$ cat src/rtl/rtc_pkg.sv
package rtc_pkg;
    localparam int REG_W     = 8;
    localparam int REG_COUNT = 8;
    localparam int IDX_W     = $clog2(REG_COUNT);
    localparam int TOD_W     = REG_W * REG_COUNT;

    typedef logic [REG_W-1:0] byte_t;

    // Packed so that register index i sits at bits [i*REG_W +: REG_W].
    typedef struct packed {
        byte_t cent;
        byte_t wday;
        byte_t year;
        byte_t mon;
        byte_t date;
        byte_t hour;
        byte_t min;
        byte_t sec;
    } tod_t;

    localparam int IX_CENT = 7;

    localparam tod_t TOD_RESET = '{
        cent: 8'h20, wday: 8'h00, year: 8'h00, mon: 8'h01,
        date: 8'h01, hour: 8'h80, min: 8'h00, sec: 8'h00
    };

    function automatic byte_t bcd_inc(input byte_t b);
        if (b[3:0] >= 4'd9) return {b[7:4] + 4'd1, 4'd0};
        return {b[7:4], b[3:0] + 4'd1};
    endfunction

    function automatic byte_t month_last_day(input byte_t mon, input byte_t year);
        logic [1:0] mod4;
        mod4 = {year[4], 1'b0} + year[1:0];
        if (mon == 8'h02) return (mod4 == 2'd0) ? 8'h29 : 8'h28;
        if (mon == 8'h04 || mon == 8'h06 || mon == 8'h09 || mon == 8'h11) return 8'h30;
        return 8'h31;
    endfunction
endpackage

$ cat src/rtl/rtc_stage_buf.sv
module rtc_stage_buf
    import rtc_pkg::*;
(
    input  logic                 clk,
    input  logic                 rst,
    input  logic                 wr_en,
    input  logic [IDX_W-1:0]     wr_addr,
    input  logic [REG_W-1:0]     wr_data,
    input  logic                 wr_abort,
    input  logic                 wr_commit,
    output logic                 load_fire,
    output logic [REG_COUNT-1:0] load_mask,
    output logic [TOD_W-1:0]     load_val
);
    typedef enum logic [0:0] {STG_EMPTY, STG_HELD} stg_state_e;

    stg_state_e           state_q, state_d;
    byte_t                buf_q [REG_COUNT];
    logic [REG_COUNT-1:0] mask_q;

    always_comb begin
        state_d = state_q;
        unique case (state_q)
            STG_EMPTY: if (!wr_abort && !wr_commit && wr_en) state_d = STG_HELD;
            STG_HELD:  if (wr_abort || wr_commit)            state_d = STG_EMPTY;
            default:   state_d = STG_EMPTY;
        endcase
    end

    always_ff @(posedge clk) begin
        if (rst) state_q <= STG_EMPTY;
        else     state_q <= state_d;
    end

    always_ff @(posedge clk) begin
        if (rst) begin
            mask_q <= '0;
        end else if (wr_abort || (wr_commit && state_q == STG_HELD)) begin
            mask_q <= '0;
        end else if (wr_en && !wr_commit) begin
            mask_q[wr_addr] <= 1'b1;
        end
    end

    generate
        for (genvar i = 0; i < REG_COUNT; i++) begin : g_buf
            always_ff @(posedge clk) begin
                if (rst) buf_q[i] <= '0;
                else if (wr_en && !wr_abort && !wr_commit && wr_addr == IDX_W'(i))
                    buf_q[i] <= wr_data;
            end
            assign load_val[i*REG_W +: REG_W] = buf_q[i];
        end
    endgenerate

    always_comb begin
        load_fire = 1'b0;
        load_mask = mask_q;
        unique case (state_q)
            STG_EMPTY: load_fire = 1'b0;
            STG_HELD:  load_fire = wr_commit && !wr_abort;
            default:   load_fire = 1'b0;
        endcase
    end


    abort_clear_chk: assert property (@(posedge clk) disable iff (rst)
        wr_abort |=> (mask_q == '0 && !load_fire));

    held_mask_chk: assert property (@(posedge clk) disable iff (rst)
        (state_q == STG_HELD) |-> (mask_q != '0));
endmodule

$ cat src/rtl/rtc_time_chain.sv
module rtc_time_chain
    import rtc_pkg::*;
(
    input  logic                 clk,
    input  logic                 rst,
    input  logic                 run,
    input  logic                 tick,
    input  logic                 load,
    input  logic [REG_COUNT-1:0] load_mask,
    input  logic [TOD_W-1:0]     load_val,
    output logic [TOD_W-1:0]     tod_q
);
    localparam logic [TOD_W-1:0] RESET_V = TOD_RESET;

    byte_t                regs_q [REG_COUNT];
    tod_t                 cur, nxt;
    logic [TOD_W-1:0]     nxt_v;
    logic [REG_COUNT-1:0] step_en;
    logic [REG_COUNT-1:0] load_ok;
    logic                 hour_c, day_c, mon_c, year_c, year_wrap;

    assign cur   = tod_t'(tod_q);
    assign nxt_v = nxt;

    always_comb begin
        byte_t h;
        byte_t last;
        logic  sec_wrap, min_wrap;
        nxt      = cur;
        step_en  = '0;
        day_c    = 1'b0;
        sec_wrap = (cur.sec == 8'h59);
        min_wrap = (cur.min == 8'h59);
        hour_c   = sec_wrap && min_wrap;
        nxt.sec  = sec_wrap ? 8'h00 : bcd_inc(cur.sec);
        nxt.min  = min_wrap ? 8'h00 : bcd_inc(cur.min);
        step_en[0] = 1'b1;
        step_en[1] = sec_wrap;
        step_en[2] = hour_c;
        if (cur.hour[7]) begin
            h = {2'b00, cur.hour[5:0]};
            if (h >= 8'h23) begin
                nxt.hour = 8'h80;
                day_c    = hour_c;
            end else begin
                h        = bcd_inc(h);
                nxt.hour = {2'b10, h[5:0]};
            end
        end else begin
            h = {3'b000, cur.hour[4:0]};
            if (h == 8'h11) begin
                nxt.hour = {2'b00, ~cur.hour[5], 5'h12};
                day_c    = hour_c && cur.hour[5];
            end else if (h >= 8'h12) begin
                nxt.hour = {2'b00, cur.hour[5], 5'h01};
            end else begin
                h        = bcd_inc(h);
                nxt.hour = {2'b00, cur.hour[5], h[4:0]};
            end
        end
        last      = month_last_day(cur.mon, cur.year);
        mon_c     = day_c && (cur.date >= last);
        year_c    = mon_c && (cur.mon >= 8'h12);
        year_wrap = (cur.year >= 8'h99);
        nxt.date  = (cur.date >= last) ? 8'h01 : bcd_inc(cur.date);
        nxt.mon   = (cur.mon >= 8'h12) ? 8'h01 : bcd_inc(cur.mon);
        nxt.year  = year_wrap ? 8'h00 : bcd_inc(cur.year);
        nxt.cent  = 8'h20;
        nxt.wday  = (cur.wday >= 8'h06) ? 8'h00 : cur.wday + 8'h01;
        step_en[3] = day_c;
        step_en[4] = mon_c;
        step_en[5] = year_c;
        step_en[6] = day_c;
        step_en[7] = year_c && year_wrap;
    end

    always_comb begin
        load_ok = '1;
        load_ok[IX_CENT] = (load_val[IX_CENT*REG_W +: REG_W] == 8'h19) ||
                           (load_val[IX_CENT*REG_W +: REG_W] == 8'h20);
    end

    generate
        for (genvar i = 0; i < REG_COUNT; i++) begin : g_reg
            always_ff @(posedge clk) begin
                if (rst) begin
                    regs_q[i] <= RESET_V[i*REG_W +: REG_W];
                end else if (load) begin
                    if (load_mask[i] && load_ok[i]) regs_q[i] <= load_val[i*REG_W +: REG_W];
                end else if (run && tick && step_en[i]) begin
                    regs_q[i] <= nxt_v[i*REG_W +: REG_W];
                end
            end
            assign tod_q[i*REG_W +: REG_W] = regs_q[i];
        end
    endgenerate


    halt_hold_chk: assert property (@(posedge clk) disable iff (rst)
        (!run && !load) |=> $stable(tod_q));

    sec_wrap_chk: assert property (@(posedge clk) disable iff (rst)
        (run && tick && !load && cur.sec == 8'h59) |=> (cur.sec == 8'h00));

    cent_roll_chk: assert property (@(posedge clk) disable iff (rst)
        (run && tick && !load && year_c && year_wrap) |=> (cur.cent == 8'h20 && cur.year == 8'h00));

    wday_wrap_chk: assert property (@(posedge clk) disable iff (rst)
        (run && tick && !load && day_c && cur.wday == 8'h06) |=> (cur.wday == 8'h00));
endmodule

$ cat src/rtl/rtc_snapshot.sv
module rtc_snapshot
    import rtc_pkg::*;
(
    input  logic             clk,
    input  logic             rst,
    input  logic             snap,
    input  logic [TOD_W-1:0] tod,
    input  logic [IDX_W-1:0] rd_addr,
    output logic [REG_W-1:0] rd_data
);
    localparam logic [TOD_W-1:0] RESET_V = TOD_RESET;

    logic [TOD_W-1:0] latch_q;

    always_ff @(posedge clk) begin
        if (rst)       latch_q <= RESET_V;
        else if (snap) latch_q <= tod;
    end

    assign rd_data = latch_q[rd_addr*REG_W +: REG_W];


    snap_hold_chk: assert property (@(posedge clk) disable iff (rst)
        !snap |=> $stable(latch_q));
endmodule

$ cat src/rtl/rtc_calendar_core.sv
module rtc_calendar_core
    import rtc_pkg::*;
(
    input  logic             clk,
    input  logic             rst,
    input  logic             tick,
    input  logic             wr_en,
    input  logic [IDX_W-1:0] wr_addr,
    input  logic [REG_W-1:0] wr_data,
    input  logic             wr_abort,
    input  logic             wr_commit,
    input  logic             snap,
    input  logic [IDX_W-1:0] rd_addr,
    output logic [REG_W-1:0] rd_data,
    output logic             running,
    output logic             fail_flag
);
    typedef enum logic [0:0] {CLK_HALT, CLK_RUN} clk_state_e;

    clk_state_e           state_q, state_d;
    logic                 load_fire;
    logic [REG_COUNT-1:0] load_mask;
    logic [TOD_W-1:0]     load_val;
    logic [TOD_W-1:0]     tod;

    always_comb begin
        state_d = state_q;
        unique case (state_q)
            CLK_HALT: if (load_fire) state_d = CLK_RUN;
            CLK_RUN:  state_d = CLK_RUN;
            default:  state_d = CLK_HALT;
        endcase
    end

    always_ff @(posedge clk) begin
        if (rst) state_q <= CLK_HALT;
        else     state_q <= state_d;
    end

    always_comb begin
        running   = 1'b0;
        fail_flag = 1'b0;
        unique case (state_q)
            CLK_HALT: fail_flag = 1'b1;
            CLK_RUN:  running   = 1'b1;
            default:  fail_flag = 1'b1;
        endcase
    end

    rtc_stage_buf u_stage (
        .clk(clk), .rst(rst), .wr_en(wr_en), .wr_addr(wr_addr), .wr_data(wr_data),
        .wr_abort(wr_abort), .wr_commit(wr_commit),
        .load_fire(load_fire), .load_mask(load_mask), .load_val(load_val)
    );

    rtc_time_chain u_chain (
        .clk(clk), .rst(rst), .run(running), .tick(tick), .load(load_fire),
        .load_mask(load_mask), .load_val(load_val), .tod_q(tod)
    );

    rtc_snapshot u_snap (
        .clk(clk), .rst(rst), .snap(snap), .tod(tod),
        .rd_addr(rd_addr), .rd_data(rd_data)
    );


    start_on_commit_chk: assert property (@(posedge clk) disable iff (rst)
        load_fire |=> (running && !fail_flag));

    flag_excl_chk: assert property (@(posedge clk) disable iff (rst)
        (running != fail_flag));
endmodule

$ cat config.mk
export PLATFORM = sky130hd
export DESIGN_NAME = rtc_calendar_core
export DESIGN_NICKNAME = d
export VERILOG_FILES = /design/src/rtl/rtc_pkg.sv /design/src/rtl/rtc_stage_buf.sv /design/src/rtl/rtc_time_chain.sv /design/src/rtl/rtc_snapshot.sv /design/src/rtl/rtc_calendar_core.sv
export SDC_FILE = /design/constraint.sdc
export NUM_CORES = 1
export LEC_CHECK = 0
export BUFFER_PORTS_ARGS = -buffer_cell sky130_fd_sc_hd__buf_2
export CAP_MARGIN = 20
export CORE_MARGIN = 2
export CORE_UTILIZATION = 50
export DETAILED_ROUTE_END_ITERATION = 8
export PLACE_DENSITY = 0.78
export SYNTH_ARGS = -nofsm -noshare
export SYNTH_HDL_FRONTEND = slang
export SYNTH_SLANG_ARGS = --single-unit
$ cat constraint.sdc
create_clock -name clk -period 3 [get_ports clk]
set_input_delay 0.3 -clock clk [delete_from_list [all_inputs] [get_ports clk]]
set_output_delay 0.3 -clock clk [all_outputs]
set_load 0.01 [all_outputs]
==> reports/summary.txt <==
==========================================================================================
Clock skew after layout                                                         0.00963 ns
Highest net fanout along the worst path                                                  4
Remaining routing DRC violations                                                         0
Max Cap Violations                                                                       0
Kind of cell adding the most delay to the critical path                       simple AND/OR/NAND/NOR gates
Maximum single-stage delay on the critical path                                    0.41 ns
DIE HEIGHT                                                                          142 um
Clock tree root buffer cell                                                   sky130_fd_sc_hd__clkbuf_16
Number of warnings reported in the yosys synthesis log                                   0
Buffers plus inverters on the worst setup path                                           1
Most common flop cell mapped by yosys                                         sky130_fd_sc_hd__edfxtp_1
Library cell contributing the largest single delay on the critical path       sky130_fd_sc_hd__edfxtp_1
NumNets Final                                                                          918
H-tree level count                                                                       1
Cell Pwr Density                                                                566 nW/um2
Starting density of the core                                                         0.510
Synthesis-to-layout area growth                                                      12.9%
Area share of the largest cell type after synthesis                                  0.402
DRT antenna net count                                                                    0
Total core area                                                                  18800 um2
Number of synthesized register bits                                                    202
Result of the run                                                             complete, no violations
Worst-margin pin slew                                                              1.04 ns
Final setup margin                                                               0.0234 ns
Required time of the critical path                                                 3.24 ns
Share of cells above drive strength 1                                                0.142
Detailed placement HPWL                                                            14.9 mm
Clock tree from TritonCTS                                                             done
Highest clock frequency the design can meet                                      0.336 GHz
Reported leakage power                                                          0.00427 uW
Nature of the critical path startpoint                                            register
Clock buffers created by TritonCTS                                                      22
Endpoint arrival time on the critical path                                         3.22 ns
Via-to-Cell Ratio                                                                     5.59
Port Buffers                                                                            30
Period minus WS final                                                              2.98 ns
Synth unique cells                                                                      56
Final hold violation count                                                               0
Maximum number of pins on one net before global-route repair                            69
Clock Sink Count                                                                       202
Final core utilization                                                               0.576
Number of flops mapped to enable cells by yosys                                        128
Placement row count                                                                     50
Endpoint kind of the worst setup timing path                                      register
Clock Path Buffers                                                                       3
Number of standard cells after synthesis                                               816
WS Path Type                                                                  register to register
Worst slew margin                                                                    0.308
Max Slew Vio Count                                                                       0
Wire length of the first global-routing pass                                       32.8 mm
Total of hold buffers inserted after clock tree synthesis                                0
Total Wirelength                                                                   20.8 mm
Cells traversed along the worst timing path                                   inv_1 > ha_2 > nor2b_4 > o211ai_1 > o21ai_1 > nand3_1 > o21a_1 > ha_1 > nor4b_2 > o211ai_1 > or3_4 > and2_4 > or3_4
Setup repair after global routing missed its margin                                    yes
Worst slack at placement                                                        -0.0846 ns
Number of vias after detailed routing                                                 6210
Synth async-reset ratio                                                                  0
1st-pass router iterations                                                               5
Part of the Yosys area used for sequential elements                                  0.556
Peak supply drop                                                                    380 uV
Vias in the first global route                                                        5954
Dominant cell type by area after synthesis                                    sky130_fd_sc_hd__edfxtp_1
DRT iter0 DRCs                                                                         529
Num ports                                                                               31
Clock edge transition at the registers on the reported setup and hold paths        0.06 ns
Die Area                                                                         20300 um2
Total routing usage reported by global routing                                       0.209
Largest cells by area after synthesis                                         sky130_fd_sc_hd__edfxtp_1 (40%), sky130_fd_sc_hd__dfxtp_1 (15%), sky130_fd_sc_hd__mux2i_1 (6.3%)
Crit share post-route                                                                0.992
Area of the mapped netlist                                                        9570 um2
Post-Synthesis Mean Instance Area                                                 11.7 um2
Clk_lat worst skew                                                                 0.50 ns
Setup violation total in the final timing report                                         0
Die X                                                                               142 um
# diodes                                                                                 0
Mean routed wirelength per cell                                                    18.8 um
Sum of overflow across all layers after global routing                                   0
GPL Wtd Cong                                                                         0.857
Kind of path behind the tightest hold check                                   input port to register
Number of antenna violations at the first check in global routing                        0
==========================================================================================
[power by group]
group | internal, uW | leakage, uW | switching (uW)
combinational | 158 | 0.00206 | 217
clock | 1560 | 0.000344 | 1040
sequential | 3070 | 0.00186 | 83.1
[synthesized netlist by cell type (all sizes together), types with 4 or more instances]
library cell,instances
xor2,11
nand2,49
clkbuf,21
mux4,16
nor2b,17
mux2i,60
a21boi,4
buf,16
nor2,86
and2,75
a32o,5
nand4,5
a22o,13
dfxtp,74
xnor2,11
o21ai,37
or3,5
a211o,7
mux2,9
and3,8
o21bai,8
a21oi,17
edfxtp,128
inv,34
nor3,7
ha,37
nand3,23
[layout by cell type, fill, tap and decap left out, types with 9 or more instances in the layout]
cell | netlist | final
sky130_fd_sc_hd__a21oi_1 | 17 | 16
sky130_fd_sc_hd__clkbuf_16 | 0 | 24
sky130_fd_sc_hd__dfxtp_1 | 74 | 74
sky130_fd_sc_hd__edfxtp_1 | 128 | 128
sky130_fd_sc_hd__mux2i_1 | 60 | 60
sky130_fd_sc_hd__and2_1 | 73 | 72
sky130_fd_sc_hd__nor2_1 | 86 | 86
sky130_fd_sc_hd__xor2_1 | 11 | 11
sky130_fd_sc_hd__nor2b_1 | 17 | 16
sky130_fd_sc_hd__buf_4 | 1 | 24
sky130_fd_sc_hd__xnor2_1 | 11 | 11
sky130_fd_sc_hd__o21ai_0 | 23 | 22
sky130_fd_sc_hd__mux4_2 | 16 | 16
sky130_fd_sc_hd__nand2_1 | 49 | 49
sky130_fd_sc_hd__mux2_2 | 9 | 9
sky130_fd_sc_hd__inv_1 | 34 | 34
sky130_fd_sc_hd__nand3_1 | 23 | 21
sky130_fd_sc_hd__ha_1 | 37 | 36
sky130_fd_sc_hd__buf_2 | 2 | 29
sky130_fd_sc_hd__a22o_1 | 13 | 13
sky130_fd_sc_hd__o21ai_1 | 14 | 15
[state kept, by name, indices dropped and copies added, names as in the netlist]
| name | cells |
|---|---|
| u_stage.buf_q | 64 |
| u_stage.state_q | 1 |
| state_q | 1 |
| u_stage.load_mask | 8 |
| u_snap.latch_q | 64 |
| u_chain.regs_q | 64 |
[metal layers]
metal	part of all wire	up-vias	GRT usage
li1	-	3001	-
met1	0.48	2953	0.314
met2	0.43	217	0.317
met3	0.065	39	0.0316
met4	0.024	0	0.0594
met5	0	-	0
[layout make-up]
| cell class | instances | area, um2 |
|---|---|---|
| fillers | 1502 | 7960 |
| flip-flops and latches | 202 | 5330 |
| multi-input cells | 546 | 4030 |
| clock buffers | 30 | 633 |
| repair buffers | 54 | 337 |
| well taps | 234 | 293 |
| inverters | 34 | 128 |
| clock inverters | 10 | 67.6 |
[per-stage QoR]
stage | total power (uW) | instances | cell area, um2 | setup TNS (ns) | hold slack (ns)
floorplan | 3430 | 819 | 9590 | 0 | 0.379
global placement | 3570 | 1068 | 10100 | -0.0891 | 0.437
detailed placement | 3580 | 1068 | 10100 | -1.29 | 0.454
CTS | 6140 | 1109 | 10800 | 0 | 0.0119
global route | 6300 | 1110 | 10800 | -2.07 | 0.0282
finish | 6120 | 1110 | 10800 | 0 | 0.0227
[path summary, 6_finish.rpt]
path         cells past startpoint                   end                 start  slack [ns]
max                             13  u_chain.regs_q[4][0]  u_chain.regs_q[4][4]        0.02
min                              2       u_stage.state_q             wr_commit        0.02
max reg2reg                     13  u_chain.regs_q[4][0]  u_chain.regs_q[4][4]        0.02
min reg2reg                      1    u_snap.latch_q[61]  u_chain.regs_q[7][5]        0.47
[kinds of logic (layout without fill, tap and decap cells)]
group,count (synthesis),after routing,share of synthesized area
other,1,4,0.000392
multiplexers,85,85,0.111
XOR/XNOR,22,22,0.0201
AND/OR/NAND/NOR,291,291,0.158
buffers and inverters,71,128,0.0293
flip-flops,202,202,0.556
adder cells (fa/ha/maj),37,37,0.0484
AO/OA/AOI/OAI,107,107,0.0766
[repair_timing]
item,4_1_cts,5_1_grt
setup buffers,1,1
resized for setup,2,9
hold endpoints to repair,0,0
gates cloned,0,0
pin swaps,1,0
endpoints found under the setup margin,20,27
Power figures use the tool's default switching activity.
